File: config.mk
export PLATFORM = sky130hd
export DESIGN_NAME = coef_block_loader
export DESIGN_NICKNAME = d
export VERILOG_FILES = /design/src/rtl/coef_loader_pkg.sv /design/src/rtl/coef_rst_sync.sv /design/src/rtl/coef_seq_ctrl.sv /design/src/rtl/coef_shadow.sv /design/src/rtl/coef_active_bank.sv /design/src/rtl/coef_block_loader.sv
export SDC_FILE = /design/constraint.sdc
export NUM_CORES = 1
export LEC_CHECK = 0
export BUFFER_PORTS_ARGS = -buffer_cell sky130_fd_sc_hd__buf_2
export CORE_UTILIZATION = 31
export CTS_BUF_LIST = sky130_fd_sc_hd__clkbuf_8
export DETAILED_ROUTE_END_ITERATION = 6
export PLACE_DENSITY = 0.52
export REMOVE_ABC_BUFFERS = 1
export SYNTH_ARGS = -nofsm -noshare
export SYNTH_HDL_FRONTEND = slang
export SYNTH_HIERARCHICAL = 1
export SYNTH_SLANG_ARGS = --single-unit
File: constraint.sdc
create_clock -name clk -period 8.3 [get_ports clk]
set_input_delay 1.245 -clock clk [delete_from_list [all_inputs] [get_ports clk]]
set_output_delay 1.245 -clock clk [all_outputs]
set_load 0.05 [all_outputs]
File: src/rtl/coef_loader_pkg.sv
package coef_loader_pkg;

  // Transfer unit carried in the low part of every data word
  localparam int unsigned BYTE_W    = 8;
  // DC offset constants are 12 bits, two of them packed in three bytes
  localparam int unsigned OFS_W     = 12;
  localparam int unsigned OFS_BYTES = (2 * OFS_W) / BYTE_W;

  typedef enum logic {
    BLK_CH1 = 1'b0,
    BLK_CH2 = 1'b1
  } blk_e;

endpackage

File: src/rtl/coef_rst_sync.sv
module coef_rst_sync (
  input  logic clk,
  input  logic rst_n,
  output logic srst_n
);

  logic meta_q;
  logic sync_q;

  always_ff @(posedge clk or negedge rst_n) begin
    if (!rst_n) begin
      meta_q <= 1'b0;
      sync_q <= 1'b0;
    end else begin
      meta_q <= 1'b1;
      sync_q <= meta_q;
    end
  end

  assign srst_n = sync_q;

endmodule

File: src/rtl/coef_seq_ctrl.sv
module coef_seq_ctrl
  import coef_loader_pkg::*;
#(
  parameter int unsigned          ADDR_W   = 16,
  parameter int unsigned          N_COEF   = 6,
  parameter logic [ADDR_W-1:0]    CH1_ADDR = 16'h0001,
  parameter logic [ADDR_W-1:0]    CH2_ADDR = 16'h0005,
  localparam int unsigned         LEN1     = N_COEF,
  localparam int unsigned         LEN2     = OFS_BYTES + N_COEF,
  localparam int unsigned         POS_W    = $clog2(LEN2 + 1)
) (
  input  logic              clk,
  input  logic              rst_n,
  input  logic              wr_en,
  input  logic [ADDR_W-1:0] wr_addr,
  output logic              byte_we,
  output blk_e              byte_blk,
  output logic [POS_W-1:0]  byte_pos,
  output logic              byte_last
);

  logic             busy_q, busy_d;
  blk_e             blk_q, blk_d;
  logic [POS_W-1:0] pos_q, pos_d;

  logic             hit1, hit2, hit;
  blk_e             sel;
  logic [POS_W-1:0] cur;
  logic [POS_W-1:0] end_pos;
  logic             last;

  // Next-state logic: byte position within the addressed block
  always_comb begin
    hit1    = wr_en && (wr_addr == CH1_ADDR);
    hit2    = wr_en && (wr_addr == CH2_ADDR);
    hit     = hit1 || hit2;
    sel     = hit2 ? BLK_CH2 : BLK_CH1;
    // a write to the other block (or after completion) restarts at byte 1
    cur     = (busy_q && (blk_q == sel)) ? pos_q : '0;
    end_pos = (sel == BLK_CH2) ? POS_W'(LEN2 - 1) : POS_W'(LEN1 - 1);
    last    = (cur == end_pos);

    busy_d = busy_q;
    blk_d  = blk_q;
    pos_d  = pos_q;
    if (hit) begin
      if (last) begin
        busy_d = 1'b0;
        pos_d  = '0;
      end else begin
        busy_d = 1'b1;
        blk_d  = sel;
        pos_d  = cur + POS_W'(1);
      end
    end
  end

  always_ff @(posedge clk or negedge rst_n) begin
    if (!rst_n) begin
      busy_q <= 1'b0;
      blk_q  <= BLK_CH1;
      pos_q  <= '0;
    end else if (hit) begin
      busy_q <= busy_d;
      blk_q  <= blk_d;
      pos_q  <= pos_d;
    end
  end

  assign byte_we   = hit;
  assign byte_blk  = sel;
  assign byte_pos  = cur;
  assign byte_last = hit && last;

endmodule

File: src/rtl/coef_shadow.sv
module coef_shadow
  import coef_loader_pkg::*;
#(
  parameter int unsigned  N_COEF = 6,
  localparam int unsigned LEN2   = OFS_BYTES + N_COEF,
  localparam int unsigned POS_W  = $clog2(LEN2 + 1),
  localparam int unsigned SET_W  = N_COEF * BYTE_W
) (
  input  logic              clk,
  input  logic              rst_n,
  input  logic              byte_we,
  input  blk_e              byte_blk,
  input  logic [POS_W-1:0]  byte_pos,
  input  logic [BYTE_W-1:0] byte_val,
  output logic [SET_W-1:0]  c1_nxt,
  output logic [SET_W-1:0]  c2_nxt,
  output logic [OFS_W-1:0]  o1_nxt,
  output logic [OFS_W-1:0]  o2_nxt
);

  logic [SET_W-1:0] c1_q, c2_q;
  logic [OFS_W-1:0] o1_q, o2_q;

  logic we1, we2;
  assign we1 = byte_we && (byte_blk == BLK_CH1);
  assign we2 = byte_we && (byte_blk == BLK_CH2);

  // Coefficient slots: sent in descending index order
  for (genvar k = 0; k < N_COEF; k++) begin : g_slot
    localparam int unsigned P1 = N_COEF - 1 - k;
    localparam int unsigned P2 = OFS_BYTES + N_COEF - 1 - k;
    assign c1_nxt[k*BYTE_W +: BYTE_W] =
      (we1 && (byte_pos == POS_W'(P1))) ? byte_val : c1_q[k*BYTE_W +: BYTE_W];
    assign c2_nxt[k*BYTE_W +: BYTE_W] =
      (we2 && (byte_pos == POS_W'(P2))) ? byte_val : c2_q[k*BYTE_W +: BYTE_W];
  end

  // Offset unpacking: split on a nibble boundary in the middle byte
  always_comb begin
    o1_nxt = o1_q;
    o2_nxt = o2_q;
    if (we2) begin
      case (byte_pos)
        POS_W'(0): o1_nxt[7:0] = byte_val;
        POS_W'(1): begin
          o1_nxt[11:8] = byte_val[3:0];
          o2_nxt[3:0]  = byte_val[7:4];
        end
        POS_W'(2): o2_nxt[11:4] = byte_val;
        default: ;
      endcase
    end
  end

  always_ff @(posedge clk or negedge rst_n) begin
    if (!rst_n) begin
      c1_q <= '0;
      c2_q <= '0;
      o1_q <= '0;
      o2_q <= '0;
    end else if (byte_we) begin
      c1_q <= c1_nxt;
      c2_q <= c2_nxt;
      o1_q <= o1_nxt;
      o2_q <= o2_nxt;
    end
  end

endmodule

File: src/rtl/coef_active_bank.sv
module coef_active_bank
  import coef_loader_pkg::*;
#(
  parameter int unsigned  N_COEF = 6,
  localparam int unsigned SET_W  = N_COEF * BYTE_W
) (
  input  logic             clk,
  input  logic             rst_n,
  input  logic             commit1,
  input  logic             commit2,
  input  logic [SET_W-1:0] c1_nxt,
  input  logic [SET_W-1:0] c2_nxt,
  input  logic [OFS_W-1:0] o1_nxt,
  input  logic [OFS_W-1:0] o2_nxt,
  output logic [SET_W-1:0] c1_act,
  output logic [SET_W-1:0] c2_act,
  output logic [OFS_W-1:0] o1_act,
  output logic [OFS_W-1:0] o2_act,
  output logic             pulse1,
  output logic             pulse2
);

  logic pulse1_d, pulse2_d;

  always_comb begin
    // channel 2 completion also carries channel 1's offset
    pulse1_d = commit1 || commit2;
    pulse2_d = commit2;
  end

  always_ff @(posedge clk or negedge rst_n) begin
    if (!rst_n) begin
      pulse1 <= 1'b0;
      pulse2 <= 1'b0;
    end else begin
      pulse1 <= pulse1_d;
      pulse2 <= pulse2_d;
    end
  end

  always_ff @(posedge clk or negedge rst_n) begin
    if (!rst_n) begin
      c1_act <= '0;
    end else if (commit1) begin
      c1_act <= c1_nxt;
    end
  end

  always_ff @(posedge clk or negedge rst_n) begin
    if (!rst_n) begin
      c2_act <= '0;
      o1_act <= '0;
      o2_act <= '0;
    end else if (commit2) begin
      c2_act <= c2_nxt;
      o1_act <= o1_nxt;
      o2_act <= o2_nxt;
    end
  end

endmodule

File: src/rtl/coef_block_loader.sv
module coef_block_loader
  import coef_loader_pkg::*;
#(
  parameter int unsigned        ADDR_W   = 16,
  parameter int unsigned        DATA_W   = 16,
  parameter int unsigned        N_COEF   = 6,
  parameter logic [ADDR_W-1:0]  CH1_ADDR = 16'h0001,
  parameter logic [ADDR_W-1:0]  CH2_ADDR = 16'h0005,
  localparam int unsigned       LEN2     = OFS_BYTES + N_COEF,
  localparam int unsigned       POS_W    = $clog2(LEN2 + 1),
  localparam int unsigned       SET_W    = N_COEF * BYTE_W
) (
  input  logic              clk,
  input  logic              rst_n,
  input  logic              wr_en,
  input  logic [ADDR_W-1:0] wr_addr,
  input  logic [DATA_W-1:0] wr_data,
  output logic [SET_W-1:0]  ch1_coefs_o,
  output logic [SET_W-1:0]  ch2_coefs_o,
  output logic [OFS_W-1:0]  ch1_ofs_o,
  output logic [OFS_W-1:0]  ch2_ofs_o,
  output logic              ch1_commit_o,
  output logic              ch2_commit_o
);

  logic             srst_n;
  logic             byte_we;
  blk_e             byte_blk;
  logic [POS_W-1:0] byte_pos;
  logic             byte_last;
  logic [SET_W-1:0] c1_nxt, c2_nxt;
  logic [OFS_W-1:0] o1_nxt, o2_nxt;
  logic             commit1, commit2;

  // upper byte of the data word carries nothing
  logic unused_hi;
  assign unused_hi = ^wr_data[DATA_W-1:BYTE_W];

  coef_rst_sync u_rst (
    .clk    (clk),
    .rst_n  (rst_n),
    .srst_n (srst_n)
  );

  coef_seq_ctrl #(
    .ADDR_W   (ADDR_W),
    .N_COEF   (N_COEF),
    .CH1_ADDR (CH1_ADDR),
    .CH2_ADDR (CH2_ADDR)
  ) u_seq (
    .clk       (clk),
    .rst_n     (srst_n),
    .wr_en     (wr_en),
    .wr_addr   (wr_addr),
    .byte_we   (byte_we),
    .byte_blk  (byte_blk),
    .byte_pos  (byte_pos),
    .byte_last (byte_last)
  );

  coef_shadow #(
    .N_COEF (N_COEF)
  ) u_shadow (
    .clk      (clk),
    .rst_n    (srst_n),
    .byte_we  (byte_we),
    .byte_blk (byte_blk),
    .byte_pos (byte_pos),
    .byte_val (wr_data[BYTE_W-1:0]),
    .c1_nxt   (c1_nxt),
    .c2_nxt   (c2_nxt),
    .o1_nxt   (o1_nxt),
    .o2_nxt   (o2_nxt)
  );

  assign commit1 = byte_last && (byte_blk == BLK_CH1);
  assign commit2 = byte_last && (byte_blk == BLK_CH2);

  coef_active_bank #(
    .N_COEF (N_COEF)
  ) u_bank (
    .clk     (clk),
    .rst_n   (srst_n),
    .commit1 (commit1),
    .commit2 (commit2),
    .c1_nxt  (c1_nxt),
    .c2_nxt  (c2_nxt),
    .o1_nxt  (o1_nxt),
    .o2_nxt  (o2_nxt),
    .c1_act  (ch1_coefs_o),
    .c2_act  (ch2_coefs_o),
    .o1_act  (ch1_ofs_o),
    .o2_act  (ch2_ofs_o),
    .pulse1  (ch1_commit_o),
    .pulse2  (ch2_commit_o)
  );

endmodule

==> summary.txt <==
Worst setup path
  – Setup crit start kind: input pin
  – Worst-path maximum fanout: 16
  – Worst EP arrival: 4.65 ns
  – WP data required: 8.78 ns
  – Critical Path End Type: register
  – Setup Crit Path Kind: in2reg

Global routing
  – Vias in the first global route: 6,569
  – Antenna violations before repair: 0
  – First-pass GRT wire length: between 30 and 40 mm
  – Grt ovf: 0
  – GRT Util Overall: 0.133
  – Largest net degree at the start of global routing: 75

Finish
  – Fill cell count: approximately 3,500
  – Core Util, Final: 0.369
  – Share of cells above drive strength 1: 0.649
  – Cell area after layout: between 10,000 and 15,000 um^2
  – # diodes: 0
  – Nets: 930
  – Area Overhead vs Synth: 16.3%

Floorplanning
  – I/O pin total: 157
  – Rows: between 60 and 70
  – Die width: ~190 um
  – Core ar.: roughly 36,000 um^2
  – DIE AREA: 37,400 um^2
  – Chip Height: 193 um
  – Starting Density: 0.317

Place
  – Post-placement cell area: around 12,000 um^2
  – Post-DP HPWL: roughly 14 mm
  – PortBufs: about 150
  – Final GP Congestion: between 0.7 and 0.8

Synthesis
  – Mapped Avg Cell Area: 15.2 um^2
  – Most frequent cells after synthesis: mux2_2, dfrtp_1, clkbuf_1, nand2_1
  – Synth cell types: 50
  – Largest cells by area after synthesis: dfrtp_1, mux2_2, buf_6
  – Count leader, synth: mux2_2
  – EDFF count, synth: 0
  – Cells after Synth: 749
  – Sequential area share after synthesis: 0.551
  – FFs w/ async S/R, synth: 1.00
  – Ys Warns: 6
  – Primary FF master, synth: dfrtp_1
  – #FFs+latches synth: 250
  – Cell Area, Synth: ~11,000 um^2
  – Synth area leader: dfrtp_1
  – Yosys top cell area share: 0.551

Timing
  – Clock skew: ~0.017 ns
  – Worst slew margin: 0.265
  – Period Utilization, post-route: 0.502
  – Slew at the pin closest to its max-slew limit: between 1 and 1.5 ns
  – Setup violators final: 0
  – RSZ-0062 raised after global routing: false
  – Min cycle time layout: ~4.2 ns
  – Max-slew violation count: 0
  – TNS Setup: 0 ns
  – Max Clk Rate: 240 MHz
  – Fin. Hold Viols: 0

Clocking
  – CTS H-tree lvls: 2
  – # Post-CTS Setup Buffers: 0
  – Clock root buffer: clkbuf_8
  – CTS sink count: 250
  – CTS tree: done
  – Clk_lat worst skew: 0.59 ns
  – Clk slew on worst S/H paths: ~0.060 ns
  – Clock buffers created by TritonCTS: 46
  – Max Buffers Root-to-Sink: 3
  – # hold bufs at CTS: 0
  – CTS resizes: 0

Route
  – Drt drc: 11
  – Via-to-Cell Ratio: roughly 4.7
  – Drt pass-1 iters: 6
  – Wire per inst: roughly 18 um
  – Post-DRT Antenna Nets: 0
  – Post-Route WL: 24.4 mm
  – Vias: approximately 6,500
  – Initial DRC Count: ~150

Power and ir drop
  – Pleak: 7.13 nW
  – PwrDens: 180 nW/um^2
  – VDD IR-drop max: approximately 0.11 mV

Outcome
  – Failing checks: design-rule violations
  – Run status: finished, violations left

Hold path
  – Worst Hold Class: reg2reg

Flow run
  – MaxCap Viol Count: 0
## worst paths after layout
check                      slack [ns]  cells past startpoint                 to         start
max                              4.13                     11  u_bank/c2_act[10]   wr_addr[11]
max reg2reg                      5.23                      6   u_bank/c2_act[5]   u_seq/blk_q
min in group asynchronous        0.43                      0  u_shadow/c1_q[11]  u_rst/srst_n
max in group asynchronous        6.38                      1   u_bank/c2_act[3]  u_rst/srst_n
min                              0.35                      0       u_rst/srst_n  u_rst/meta_q
min reg2reg                      0.35                      0       u_rst/srst_n  u_rst/meta_q
## metrics by stage
step | cells | power, mW | setup slack [ns] | hold WS, ns
2_1_floorplan | 689 | 1.26 | 0.817 | 0.331
3_3_place_gp | 1307 | 1.30 | 3.48 | 0.339
3_5_place_dp | 1307 | 1.30 | 3.44 | 0.341
4_1_cts | 1385 | 2.45 | 4.10 | 0.356
5_1_grt | 1385 | 2.51 | 3.81 | 0.375
6_report | 1385 | 2.38 | 4.13 | 0.353
## cell type report
type,count,area (um^2),share of cell area
clock buffer,54,743,0.0562
clock inverter,24,103,0.00776
inverter,3,11.3,0.000852
multi-input combinational,436,4710,0.357
sequential,250,6260,0.474
tap,461,577,0.0436
timing repair buffer,157,808,0.0612
## power breakdown
group,total [mW],internal (mW),switching [mW]
combinational,0.0519,0.00771,0.0442
clock,1.10,0.585,0.513
sequential,1.23,1.22,0.00594
## critical path, stage by stage
cell	delay, ns
buf_2	0.11
nor4_4	0.30
nand4_2	0.22
inv_2	0.21
and2_4	0.28
xor2_4	0.11
nor2_1	0.54
nand2_1	0.19
nor2_2	0.72
mux2_2	0.41
mux2_2	0.27
## state kept, by name (all words and copies together), names as in the netlist, 12 cells and up
name and flops:
u_bank/o1_act 12, u_shadow/c2_q 48, u_bank/c2_act 48, u_shadow/c1_q 48
u_shadow/o2_q 12, u_bank/c1_act 48, u_bank/o2_act 12, u_shadow/o1_q 12
## routing by layer
layer	global-route usage	wire length [um]	part of all wire	vias to the layer above
li1	-	-	-	2976
met1	0.177	11400	0.47	3337
met5	0	0	0	-
met2	0.200	10900	0.45	144
met4	0.0486	617	0.025	0
met3	0.0446	1490	0.061	49
## cell families (layout without fill, tap and decap cells)
logic type               Yosys count  in the layout  share of synthesized area
multiplexers                     360            360                      0.360
flip-flops                       250            250                      0.551
buffers and inverters             63            238                     0.0344
AND/OR/NAND/NOR                   58             58                     0.0405
AO/OA/AOI/OAI                     14             14                    0.00991
XOR/XNOR                           2              2                    0.00319
adder cells (fa/ha/maj)            1              1                    0.00110
other                              1              1                   0.000330
## cells in the final DEF (no fill, tap or decap), types with 2 or more instances in the layout
| master | n |
|---|---|
| o31ai_1 | 2 |
| nand2_2 | 3 |
| buf_2 | 148 |
| nand2_1 | 15 |
| o21ai_0 | 3 |
| buf_4 | 9 |
| and2_4 | 2 |
| clkinvlp_4 | 2 |
| mux2_4 | 9 |
| nor2b_1 | 4 |
| clkbuf_8 | 54 |
| nand4_1 | 2 |
| nor4_4 | 2 |
| nor2_1 | 8 |
| nor3b_2 | 2 |
| inv_1 | 23 |
| mux2_2 | 351 |
| a21oi_1 | 2 |
| nor4b_4 | 3 |
| dfrtp_1 | 249 |
| nand4b_1 | 2 |
Note: power is estimated with default switching activity, not from simulation.
